<file path="config.mk">
export PLATFORM = sky130hd
export DESIGN_NAME = pcint_ctrl
export DESIGN_NICKNAME = d
export VERILOG_FILES = /design/src/rtl/pcint_pkg.sv /design/src/rtl/pcint_sync.sv /design/src/rtl/pcint_ext_detect.sv /design/src/rtl/pcint_bank_detect.sv /design/src/rtl/pcint_flag.sv /design/src/rtl/pcint_ctrl.sv
export SDC_FILE = /design/constraint.sdc
export NUM_CORES = 1
export LEC_CHECK = 0
export ABC_AREA = 1
export BUFFER_PORTS_ARGS = -buffer_cell sky130_fd_sc_hd__buf_2
export CORE_MARGIN = 2
export CORE_UTILIZATION = 50
export DETAILED_ROUTE_END_ITERATION = 10
export PLACE_DENSITY = 0.75
export SLEW_MARGIN = 30
export SYNTH_ARGS = -nofsm -noshare
export SYNTH_HDL_FRONTEND = slang
export SYNTH_SLANG_ARGS = --single-unit
</file>
<file path="constraint.sdc">
create_clock -name clk -period 1.3 [get_ports clk]
set_input_delay 0.065 -clock clk [delete_from_list [all_inputs] [get_ports clk]]
set_output_delay 0.065 -clock clk [all_outputs]
set_load 0.1 [all_outputs]
</file>
<file path="src/rtl/pcint_pkg.sv">
package pcint_pkg;

    localparam int NUM_BANKS = 2;
    localparam int NUM_SRC   = 3;

    localparam int SRC_EXT = 0;
    localparam int SRC_B0  = 1;
    localparam int SRC_B1  = 2;

    localparam int BIT_EXT = 6;
    localparam int BIT_B1  = 5;
    localparam int BIT_B0  = 4;

    typedef enum logic [2:0] {
        A_FLAGS  = 3'd0,
        A_ENABLE = 3'd1,
        A_SENSE  = 3'd2,
        A_MASK0  = 3'd3,
        A_MASK1  = 3'd4
    } reg_addr_e;

    typedef enum logic [1:0] {
        S_LOW  = 2'd0,
        S_ANY  = 2'd1,
        S_FALL = 2'd2,
        S_RISE = 2'd3
    } sense_e;

    typedef logic [NUM_SRC-1:0] src_vec_t;

    function automatic logic sense_hit(sense_e s, logic cur, logic old);
        logic hit;
        case (s)
            S_ANY:   hit = cur ^ old;
            S_FALL:  hit = old & ~cur;
            S_RISE:  hit = cur & ~old;
            default: hit = 1'b0;
        endcase
        return hit;
    endfunction

    function automatic logic [7:0] pack_src(src_vec_t v);
        logic [7:0] b;
        b = '0;
        b[BIT_EXT] = v[SRC_EXT];
        b[BIT_B0]  = v[SRC_B0];
        b[BIT_B1]  = v[SRC_B1];
        return b;
    endfunction

    function automatic src_vec_t unpack_src(logic [7:0] b);
        src_vec_t v;
        v[SRC_EXT] = b[BIT_EXT];
        v[SRC_B0]  = b[BIT_B0];
        v[SRC_B1]  = b[BIT_B1];
        return v;
    endfunction

endpackage

</file>
<file path="src/rtl/pcint_sync.sv">
module pcint_sync #(
    parameter int W = 17
) (
    input  logic         clk,
    input  logic         rst,
    input  logic [W-1:0] din,
    output logic [W-1:0] cur,
    output logic [W-1:0] old
);
    logic [W-1:0] meta_q;
    logic [W-1:0] stab_q;
    logic [W-1:0] prev_q;

    always_ff @(posedge clk) begin
        if (rst) begin
            meta_q <= '0;
            stab_q <= '0;
            prev_q <= '0;
        end else begin
            meta_q <= din;
            stab_q <= meta_q;
            prev_q <= stab_q;
        end
    end

    assign cur = stab_q;
    assign old = prev_q;
endmodule

</file>
<file path="src/rtl/pcint_ext_detect.sv">
module pcint_ext_detect
    import pcint_pkg::*;
(
    input  sense_e sense,
    input  logic   cur,
    input  logic   old,
    output logic   evt,
    output logic   level_mode,
    output logic   level_req
);
    always_comb begin
        level_mode = (sense == S_LOW);
        evt        = sense_hit(sense, cur, old);
        level_req  = level_mode & ~cur;
    end
endmodule

</file>
<file path="src/rtl/pcint_bank_detect.sv">
module pcint_bank_detect #(
    parameter int W = 8
) (
    input  logic [W-1:0] cur,
    input  logic [W-1:0] old,
    input  logic [W-1:0] mask,
    output logic         evt
);
    logic [W-1:0] hits;

    always_comb begin
        hits = (cur ^ old) & mask;
        evt  = |hits;
    end
endmodule

</file>
<file path="src/rtl/pcint_flag.sv">
module pcint_flag (
    input  logic clk,
    input  logic rst,
    input  logic set,
    input  logic clr,
    input  logic hold_clr,
    output logic q
);
    always_ff @(posedge clk) begin
        if (rst)           q <= 1'b0;
        else if (hold_clr) q <= 1'b0;
        else if (set)      q <= 1'b1;
        else if (clr)      q <= 1'b0;
    end

    a_r10_set_wins: assert property (@(posedge clk) disable iff (rst)
        (set && !hold_clr) |=> q);
    a_r9_clear_takes: assert property (@(posedge clk) disable iff (rst)
        (clr && !set) |=> !q);
    a_r4_forced_clear: assert property (@(posedge clk) disable iff (rst)
        hold_clr |=> !q);
    a_r5_no_spurious_set: assert property (@(posedge clk) disable iff (rst)
        !set |=> !$rose(q));
endmodule

</file>
<file path="src/rtl/pcint_ctrl.sv">
module pcint_ctrl
    import pcint_pkg::*;
#(
    parameter int BANK_W = 8,
    localparam int IO_W = NUM_BANKS * BANK_W
) (
    input  logic            clk,
    input  logic            rst,
    input  logic            ext_pin,
    input  logic [IO_W-1:0] io_pin,
    input  logic            gie,
    input  logic [2:0]      bus_addr,
    input  logic            bus_wr,
    input  logic [7:0]      bus_wdata,
    output logic [7:0]      bus_rdata,
    input  logic            ack_valid,
    input  logic [1:0]      ack_src,
    output logic [2:0]      irq
);
    localparam int SYNC_W = IO_W + 1;

    logic [SYNC_W-1:0] s_cur, s_old;
    logic [IO_W-1:0]   io_cur, io_old;
    logic              ext_cur, ext_old;

    sense_e            sense_q;
    src_vec_t          en_q;
    logic [BANK_W-1:0] mask_q [NUM_BANKS];

    logic                 ext_evt, level_mode, level_req;
    logic [NUM_BANKS-1:0] bank_evt;
    src_vec_t             src_evt, src_clr, w1c, fq, fvis;
    logic                 wr_flags;

    pcint_sync #(.W(SYNC_W)) u_sync (
        .clk (clk),
        .rst (rst),
        .din ({ext_pin, io_pin}),
        .cur (s_cur),
        .old (s_old)
    );

    assign ext_cur = s_cur[IO_W];
    assign ext_old = s_old[IO_W];
    assign io_cur  = s_cur[IO_W-1:0];
    assign io_old  = s_old[IO_W-1:0];

    pcint_ext_detect u_ext (
        .sense      (sense_q),
        .cur        (ext_cur),
        .old        (ext_old),
        .evt        (ext_evt),
        .level_mode (level_mode),
        .level_req  (level_req)
    );

    for (genvar b = 0; b < NUM_BANKS; b++) begin : g_bank
        pcint_bank_detect #(.W(BANK_W)) u_det (
            .cur  (io_cur[b*BANK_W +: BANK_W]),
            .old  (io_old[b*BANK_W +: BANK_W]),
            .mask (mask_q[b]),
            .evt  (bank_evt[b])
        );
    end

    always_comb begin
        src_evt          = '0;
        src_evt[SRC_EXT] = ext_evt;
        src_evt[SRC_B0]  = bank_evt[0];
        src_evt[SRC_B1]  = bank_evt[1];
    end

    assign wr_flags = bus_wr && (bus_addr == A_FLAGS);
    assign w1c      = unpack_src(bus_wdata);

    for (genvar s = 0; s < NUM_SRC; s++) begin : g_flag
        assign src_clr[s] = (ack_valid && (ack_src == 2'(s))) || (wr_flags && w1c[s]);

        if (s == SRC_EXT) begin : g_ext
            pcint_flag u_flag (
                .clk (clk), .rst (rst), .set (src_evt[s]), .clr (src_clr[s]),
                .hold_clr (level_mode), .q (fq[s])
            );
            assign fvis[s] = fq[s] & ~level_mode;
        end else begin : g_pin
            pcint_flag u_flag (
                .clk (clk), .rst (rst), .set (src_evt[s]), .clr (src_clr[s]),
                .hold_clr (1'b0), .q (fq[s])
            );
            assign fvis[s] = fq[s];
        end
    end

    // configuration registers
    always_ff @(posedge clk) begin
        if (rst) begin
            sense_q <= S_LOW;
            en_q    <= '0;
            for (int b = 0; b < NUM_BANKS; b++) mask_q[b] <= '0;
        end else if (bus_wr) begin
            case (bus_addr)
                A_ENABLE: en_q      <= unpack_src(bus_wdata);
                A_SENSE:  sense_q   <= sense_e'(bus_wdata[1:0]);
                A_MASK0:  mask_q[0] <= bus_wdata[BANK_W-1:0];
                A_MASK1:  mask_q[1] <= bus_wdata[BANK_W-1:0];
                default:  ;
            endcase
        end
    end

    always_comb begin
        bus_rdata = '0;
        case (bus_addr)
            A_FLAGS:  bus_rdata = pack_src(fvis);
            A_ENABLE: bus_rdata = pack_src(en_q);
            A_SENSE:  bus_rdata = {6'd0, sense_q};
            A_MASK0:  bus_rdata[BANK_W-1:0] = mask_q[0];
            A_MASK1:  bus_rdata[BANK_W-1:0] = mask_q[1];
            default:  bus_rdata = '0;
        endcase
    end

    always_comb begin
        irq          = '0;
        irq[SRC_EXT] = gie & en_q[SRC_EXT] & (level_mode ? level_req : fvis[SRC_EXT]);
        irq[SRC_B0]  = gie & en_q[SRC_B0]  & fvis[SRC_B0];
        irq[SRC_B1]  = gie & en_q[SRC_B1]  & fvis[SRC_B1];
    end

    a_r6_mask_gates_bank0: assert property (@(posedge clk) disable iff (rst)
        $rose(fq[SRC_B0]) |-> $past(mask_q[0] != '0));
    a_r6_mask_gates_bank1: assert property (@(posedge clk) disable iff (rst)
        $rose(fq[SRC_B1]) |-> $past(mask_q[1] != '0));
    a_r4_level_hides_ext: assert property (@(posedge clk) disable iff (rst)
        (bus_addr == A_FLAGS && sense_q == S_LOW) |-> !bus_rdata[BIT_EXT]);
    a_r7_irq_needs_gie: assert property (@(posedge clk) disable iff (rst)
        !gie |-> (irq == '0));
endmodule

</file>
==> impl_metrics.toml, run 1 <==
[status]
outcome = "finished with violations"
violations = "setup timing"

[final_layout]
post-route-cell-area_um2 = 3908
drive_gt1_frac = 0.2332
final_cell_mix = "sky130_fd_sc_hd__inv_1, sky130_fd_sc_hd__nor2_1, sky130_fd_sc_hd__nand2_1"
area_growth_pct = 34.15
number_of_inserted_diodes = 0
finish.net_count = 478
final_common_cell = "sky130_fd_sc_hd__inv_1"
postLayoutCoreUtil = 0.7010

[worst_setup_path]
worstSetupStartpoint = "sense_q[1]"
worst-endpoint-required_ps = 1240
setup_crit_end_kind = "output pin"
critical_path_cell_count = 6
r2r.worst_path.cells = 5
cp_num_buf_inv = 2
r2r_setup_slack_ps = 200
worst_ep_arrival_time_ps = 1340
cp_max_fanout = 2
reg_to_reg_endpoint = "g_flag[0].g_ext.u_flag.q"
critical_path.endpoint = "bus_rdata[6]"
worstSetupPathType = "register to output pin"
critPathLaunchType = "register"
worstReg2RegStart = "u_sync.old[16]"
crit_chain = "nor2_4, nor2_2, buf_4, nand3_4, o2111ai_4, buf_12"
critical-path-max-stage-delay_ps = 340
critical-path-slowest-cell = "sky130_fd_sc_hd__dfxtp_2"
critical_path.top_delay_family = "flip-flops"

[synthesis]
synth_fp_nets = 400
post-synth-top-area-fraction = 0.4055
synth-seq-cells = 75
yosys_warnings = 0
synth_area_um2 = 2913
post_synth_inst_count = 363
synthDistinctLibCells = 24
yosysSeqAreaShare = 0.5704
synth_top_cells_by_area = "sky130_fd_sc_hd__dfxtp_1, sky130_fd_sc_hd__edfxtp_1, sky130_fd_sc_hd__inv_1"
synth_area_per_inst_um2 = 8.024
synth.largest_area_cell = "sky130_fd_sc_hd__dfxtp_1"

[global_route]
grt_first_pass_wirelength_mm = 9.832
globalRouteOverflowTotal = 0
largest_net_degree_at_the_start_of_global_routing = 55
antenna_found_initial = 0
global_route.usage.total = 0.2019
grt_pass1_vias = 2287

[detailed_routing]
postRouteAntennaNets = 0
initialDrtViolationCount = 178
detailroute.via_count = 2383
wire_per_inst_um = 11.46
drt_wl_total_mm = 5.938
post-route-drc-count = 0
number_of_search_and_repair_iterations_in_the_first_detailed_routing_pass = 5
route.detailed.vias_per_inst = 4.600

[floorplan]
coreArea_um2 = 5574
io_pins = 46
initial_core_util = 0.5226
dieHeight_um = 80.33
core.rowCount = 27
die_width_um = 80.33
floorplan.die_area_um2 = 6452

[timing]
skew_ps = 10.87
finalHoldViolations = 0
finalCritPeriodShare = 1.082
slew_headroom = 0.6635
tightestPinTransition_ps = 504.7
report.final.setup_viol = 2
final_critical_path_setup_slack_ps = -106.8
max_freq_mhz = 710.8
hold_ws_ps = 19.62
slew_viol_final = 0
period_minus_slack_ps = 1407
final.setup.tns_ps = -174.2
setup_repair_after_global_routing_missed_its_margin = "true"

[clocking]
clock_tree.root_cell = "sky130_fd_sc_hd__clkbuf_8"
cts_made_buffers = 9
clkSlewWorstSetupHoldPaths_ps = 80
cts_num_sinks = 75
clkLatencyLatePin_ps = 330
cts.htree.levels = 3
cts_max_path_buffers = 2
tritoncts = "done"

[place]
io_buffer_count = 45
dp_hpwl_mm = 4.124
dpl_cell_area_um2 = 3445
gp_congestion = 0.8664

[flow_run]
max_capacitance_violation_total = 0

[power_and_ir_drop]
ir_worst_vdd_v = 0.0008314
p_per_area_nw_per_um2 = 1272
total_leakage_power_nw = 1.811

[worst_hold_path]
hold_path_class = "input port to register"
synthesized netlist by cell type:
| master | number |
|---|---|
| sky130_fd_sc_hd__o211ai_4 | 1 |
| sky130_fd_sc_hd__nand2_1 | 56 |
| sky130_fd_sc_hd__inv_4 | 1 |
| sky130_fd_sc_hd__dfxtp_1 | 59 |
| sky130_fd_sc_hd__nand2_2 | 1 |
| sky130_fd_sc_hd__inv_1 | 82 |
| sky130_fd_sc_hd__nor3_2 | 1 |
| sky130_fd_sc_hd__edfxtp_1 | 16 |
| sky130_fd_sc_hd__clkbuf_1 | 4 |
| sky130_fd_sc_hd__o21ai_1 | 4 |
| sky130_fd_sc_hd__a22o_1 | 3 |
| sky130_fd_sc_hd__buf_1 | 2 |
| sky130_fd_sc_hd__inv_2 | 4 |
| sky130_fd_sc_hd__o21ai_0 | 3 |
| sky130_fd_sc_hd__nand3_1 | 26 |
| sky130_fd_sc_hd__or2_2 | 2 |
| sky130_fd_sc_hd__ha_1 | 2 |
| sky130_fd_sc_hd__o2111ai_1 | 1 |
| sky130_fd_sc_hd__nand4_1 | 7 |
| sky130_fd_sc_hd__nor2_2 | 10 |
| sky130_fd_sc_hd__nor2_1 | 69 |
| sky130_fd_sc_hd__o221ai_1 | 1 |
| sky130_fd_sc_hd__a21oi_1 | 7 |
| sky130_fd_sc_hd__nor3_1 | 1 |
area by class of cell:
class / count / area (um^2)
fill: 425 / 1667
clock buffer: 10 / 148.9
tap: 72 / 90.09
multi-input combinational: 195 / 965.9
clock inverter: 6 / 61.31
inverter: 87 / 329.1
sequential: 75 / 1669
timing repair buffer: 73 / 643.1
cell families (layout without fill, tap and decap cells):
logic type	after synthesis	count (layout)	synth area share
flip-flops	75	75	0.5704
adder cells (fa/ha/maj)	2	2	0.008590
buffers and inverters	93	176	0.1207
AO/OA/AOI/OAI	20	20	0.04639
AND/OR/NAND/NOR	173	173	0.2539
routing by layer:
layer	vias up	wire length, um	global-route usage	share of wire
met5	-	0	0	0
met4	0	70	0.09153	0.012
met3	6	336	0.04831	0.057
met2	59	2942	0.3325	0.50
met1	1067	2589	0.2504	0.44
li1	1251	-	-	-
registers in the layout, summed over array words and instances, names as in the netlist:
signal,count
u_sync.cur,17
u_sync.meta_q,17
u_sync.old,17
mask_q,16
en_q,3
g_flag.g_pin.u_flag.q,2
sense_q,2
g_flag.g_ext.u_flag.q,1
worst min-delay path by stage:
stage	start	to	slack, ps	depth (start not counted)
after global routing	bus_wdata[6]	en_q[0]	30	3
after global placement	io_pin[13]	u_sync.meta_q[13]	260	3
after CTS	bus_wdata[6]	en_q[0]	3	3
after detailed placement	io_pin[5]	u_sync.meta_q[5]	270	3
after floorplan	io_pin[0]	u_sync.meta_q[0]	170	2
final	bus_wdata[6]	en_q[0]	20	3
what timing repair did:
action,4_1_cts,5_1_grt
endpoints found under the setup margin,3,4
hold buffers,17,0
gates cloned,0,0
setup buffers,4,3
hold endpoints to repair,17,0
pin swaps,2,3
gates resized for setup,6,5
power breakdown:
group / total (mW) / internal, mW / switching (mW)
sequential: 2.55 / 2.49 / 0.0632
clock: 1.82 / 0.998 / 0.822
combinational: 0.600 / 0.243 / 0.358
total: 4.97 / 3.73 / 1.24
metrics by stage:
| stage | cells | setup WS [ps] | power [mW] |
|---|---|---|---|
| 6_report | 518 | -106.8 | 4.972 |
| 5_1_grt | 518 | -166.9 | 5.182 |
| 4_1_cts | 515 | -154.2 | 4.990 |
| 3_5_place_dp | 478 | 62.16 | 3.147 |
| 3_3_place_gp | 478 | 119.0 | 3.132 |
| 2_1_floorplan | 363 | -126.3 | 2.927 |
worst min-delay path: stages:
cell                      delay, ps
sky130_fd_sc_hd__buf_2           90
sky130_fd_sc_hd__inv_1           60
sky130_fd_sc_hd__a21oi_1        110
Power figures use the tool's default switching activity.
==> inputs of run 2 (changes only) <==
--- a/config.mk
+++ b/config.mk
@@ -8,9 +8,9 @@
 export ABC_AREA = 1
 export BUFFER_PORTS_ARGS = -buffer_cell sky130_fd_sc_hd__buf_2
 export CORE_MARGIN = 2
-export CORE_UTILIZATION = 50
+export CORE_UTILIZATION = 35
 export DETAILED_ROUTE_END_ITERATION = 10
-export PLACE_DENSITY = 0.75
+export REMOVE_ABC_BUFFERS = 1
 export SLEW_MARGIN = 30
 export SYNTH_ARGS = -nofsm -noshare
 export SYNTH_HDL_FRONTEND = slang
==> impl_metrics.toml, run 2 (same netlist as run 1, synthesis figures left out) <==
[timing]
slew_viol_final = 0
final.setup.tns_ps = -99.35
finalCritPeriodShare = 1.044
hold_ws_ps = 17.91
tightestPinTransition_ps = 541.1
report.final.setup_viol = 2
slew_headroom = 0.6393
period_minus_slack_ps = 1357
finalHoldViolations = 0
max_freq_mhz = 737.0
setup_repair_after_global_routing_missed_its_margin = "true"
final_critical_path_setup_slack_ps = -56.78
skew_ps = 4.760

[global_route]
antenna_found_initial = 0
gr-usage-met2 = 0.2300
global_route.usage.total = 0.1485
globalRouteOverflowTotal = 0
grt_first_pass_wirelength_mm = 10.03
largest_net_degree_at_the_start_of_global_routing = 55
grt_pass1_vias = 2176
grt_busiest_layer = "met2"
met1_usage = 0.1822
met3_usage = 0.04427

[detailed_routing]
route.detailed.vias_per_inst = 4.243
wire_per_inst_um = 10.82
number_of_search_and_repair_iterations_in_the_first_detailed_routing_pass = 4
drt_wl_total_mm = 6.018
detailroute.via_count = 2359
postRouteAntennaNets = 0
post-route-drc-count = 0
initialDrtViolationCount = 141

[worst_setup_path]
r2r.worst_path.cells = 7
cp_num_buf_inv = 1
reg_to_reg_endpoint = "g_flag[1].g_pin.u_flag.q"
crit_chain = "nor2_4, nor2_2, a21oi_1, nor3_2, buf_12"
worstReg2RegStart = "mask_q[0][7]"
critical_path.top_delay_family = "flip-flops"
critical_path_cell_count = 5
r2r_setup_slack_ps = 120
worst_ep_arrival_time_ps = 1290
setup_crit_end_kind = "output pin"
worstSetupPathType = "register to output pin"
cp_max_fanout = 2
critPathLaunchType = "register"
critical-path-max-stage-delay_ps = 360
worst-endpoint-required_ps = 1240
critical-path-slowest-cell = "sky130_fd_sc_hd__dfxtp_2"

[final_layout]
postLayoutCoreUtil = 0.4862
finish.net_count = 483
drive_gt1_frac = 0.2395
final_common_cell = "sky130_fd_sc_hd__inv_1"
final_cell_mix = "sky130_fd_sc_hd__inv_1, sky130_fd_sc_hd__nor2_1, sky130_fd_sc_hd__nand2_1"
area_growth_pct = 35.78
number_of_inserted_diodes = 0

[worst_hold_path]
min_path_cells = 3
hold_critical_path_endpoint = "en_q[2]"
min-delay-start = "bus_wdata[5]"
hold_path_class = "input port to register"

[clocking]
clock_tree.root_cell = "sky130_fd_sc_hd__clkbuf_8"
tritoncts = "done"
clkLatencyLatePin_ps = 350
cts_max_path_buffers = 2
cts.htree.levels = 3
clkSlewWorstSetupHoldPaths_ps = 80
cts_num_sinks = 75
cts_made_buffers = 9

[power_and_ir_drop]
total_power_mw = 4.951
total_leakage_power_nw = 1.836
p_per_area_nw_per_um2 = 1252
ir_worst_vdd_v = 0.0004589

[place]
dp_hpwl_mm = 4.120
gp_congestion = 0.8666
io_buffer_count = 45

[floorplan]
die_width_um = 95.23
initial_core_util = 0.3581
io_pins = 46
core.rowCount = 33
coreArea_um2 = 8134
dieHeight_um = 95.23
floorplan.die_area_um2 = 9068

[status]
violations = "setup timing"
outcome = "finished with violations"

[flow_run]
max_capacitance_violation_total = 0
## run 2: how the worst max path moves through the flow
| stage | from | end | slack, ps |
|---|---|---|---|
| after CTS | sense_q[0] | bus_rdata[6] | -70 |
| after floorplan | sense_q[0] | irq[0] | -1380 |
| after detailed placement | sense_q[0] | irq[0] | 90 |
| final | sense_q[0] | irq[0] | -60 |
| after global placement | sense_q[0] | irq[0] | 120 |
| after global routing | sense_q[1] | irq[0] | -110 |
## run 2: final cells by class
| class | count | area, um^2 |
|---|---|---|
| repair buffers | 78 | 688.2 |
| well taps | 105 | 131.4 |
| inverters | 87 | 329.1 |
| flip-flops and latches | 75 | 1667 |
| fillers | 781 | 4179 |
| clock buffers | 11 | 173.9 |
| clock inverters | 5 | 30.03 |
| multi-input cells | 195 | 935.9 |
## run 2: routing by layer
| metal | up-vias | wire, um |
|---|---|---|
| met5 | - | 0 |
| met2 | 55 | 2737 |
| met1 | 1031 | 2701 |
| met3 | 15 | 379 |
| li1 | 1258 | - |
| met4 | 0 | 200 |
## run 2: timing repair
| action | in CTS | in global routing |
|---|---|---|
| endpoints found under the setup margin | 8 | 10 |
| endpoints found under the hold margin | 18 | 0 |
| hold buffers | 18 | 0 |
| buffers inserted | 6 | 4 |
| pin swaps | 7 | 3 |
| gates resized for setup | 13 | 3 |
## run 2: metrics by stage
step / area (um^2) / std cells / setup slack, ps
floorplan: 2890 / 357 / -1383
global placement: 3450 / 512 / 119.2
detailed placement: 3450 / 512 / 89.85
CTS: 3924 / 552 / -70.67
global route: 3955 / 556 / -111.3
finish: 3955 / 556 / -56.78
## run 2: power breakdown
| part | internal (mW) | total (mW) | switching [mW] |
|---|---|---|---|
| clock | 0.923 | 1.79 | 0.871 |
| sequential | 2.49 | 2.54 | 0.0549 |
| combinational | 0.253 | 0.612 | 0.359 |
## run 2: worst register-to-register path, cell delays in order (launching register included)
cell	delay, ps
sky130_fd_sc_hd__edfxtp_1	390
sky130_fd_sc_hd__buf_4	150
sky130_fd_sc_hd__nand2_1	60
sky130_fd_sc_hd__nor2_1	40
sky130_fd_sc_hd__nor2_1	140
sky130_fd_sc_hd__nand3_1	130
sky130_fd_sc_hd__nor2_1	110
sky130_fd_sc_hd__nor2_1	40
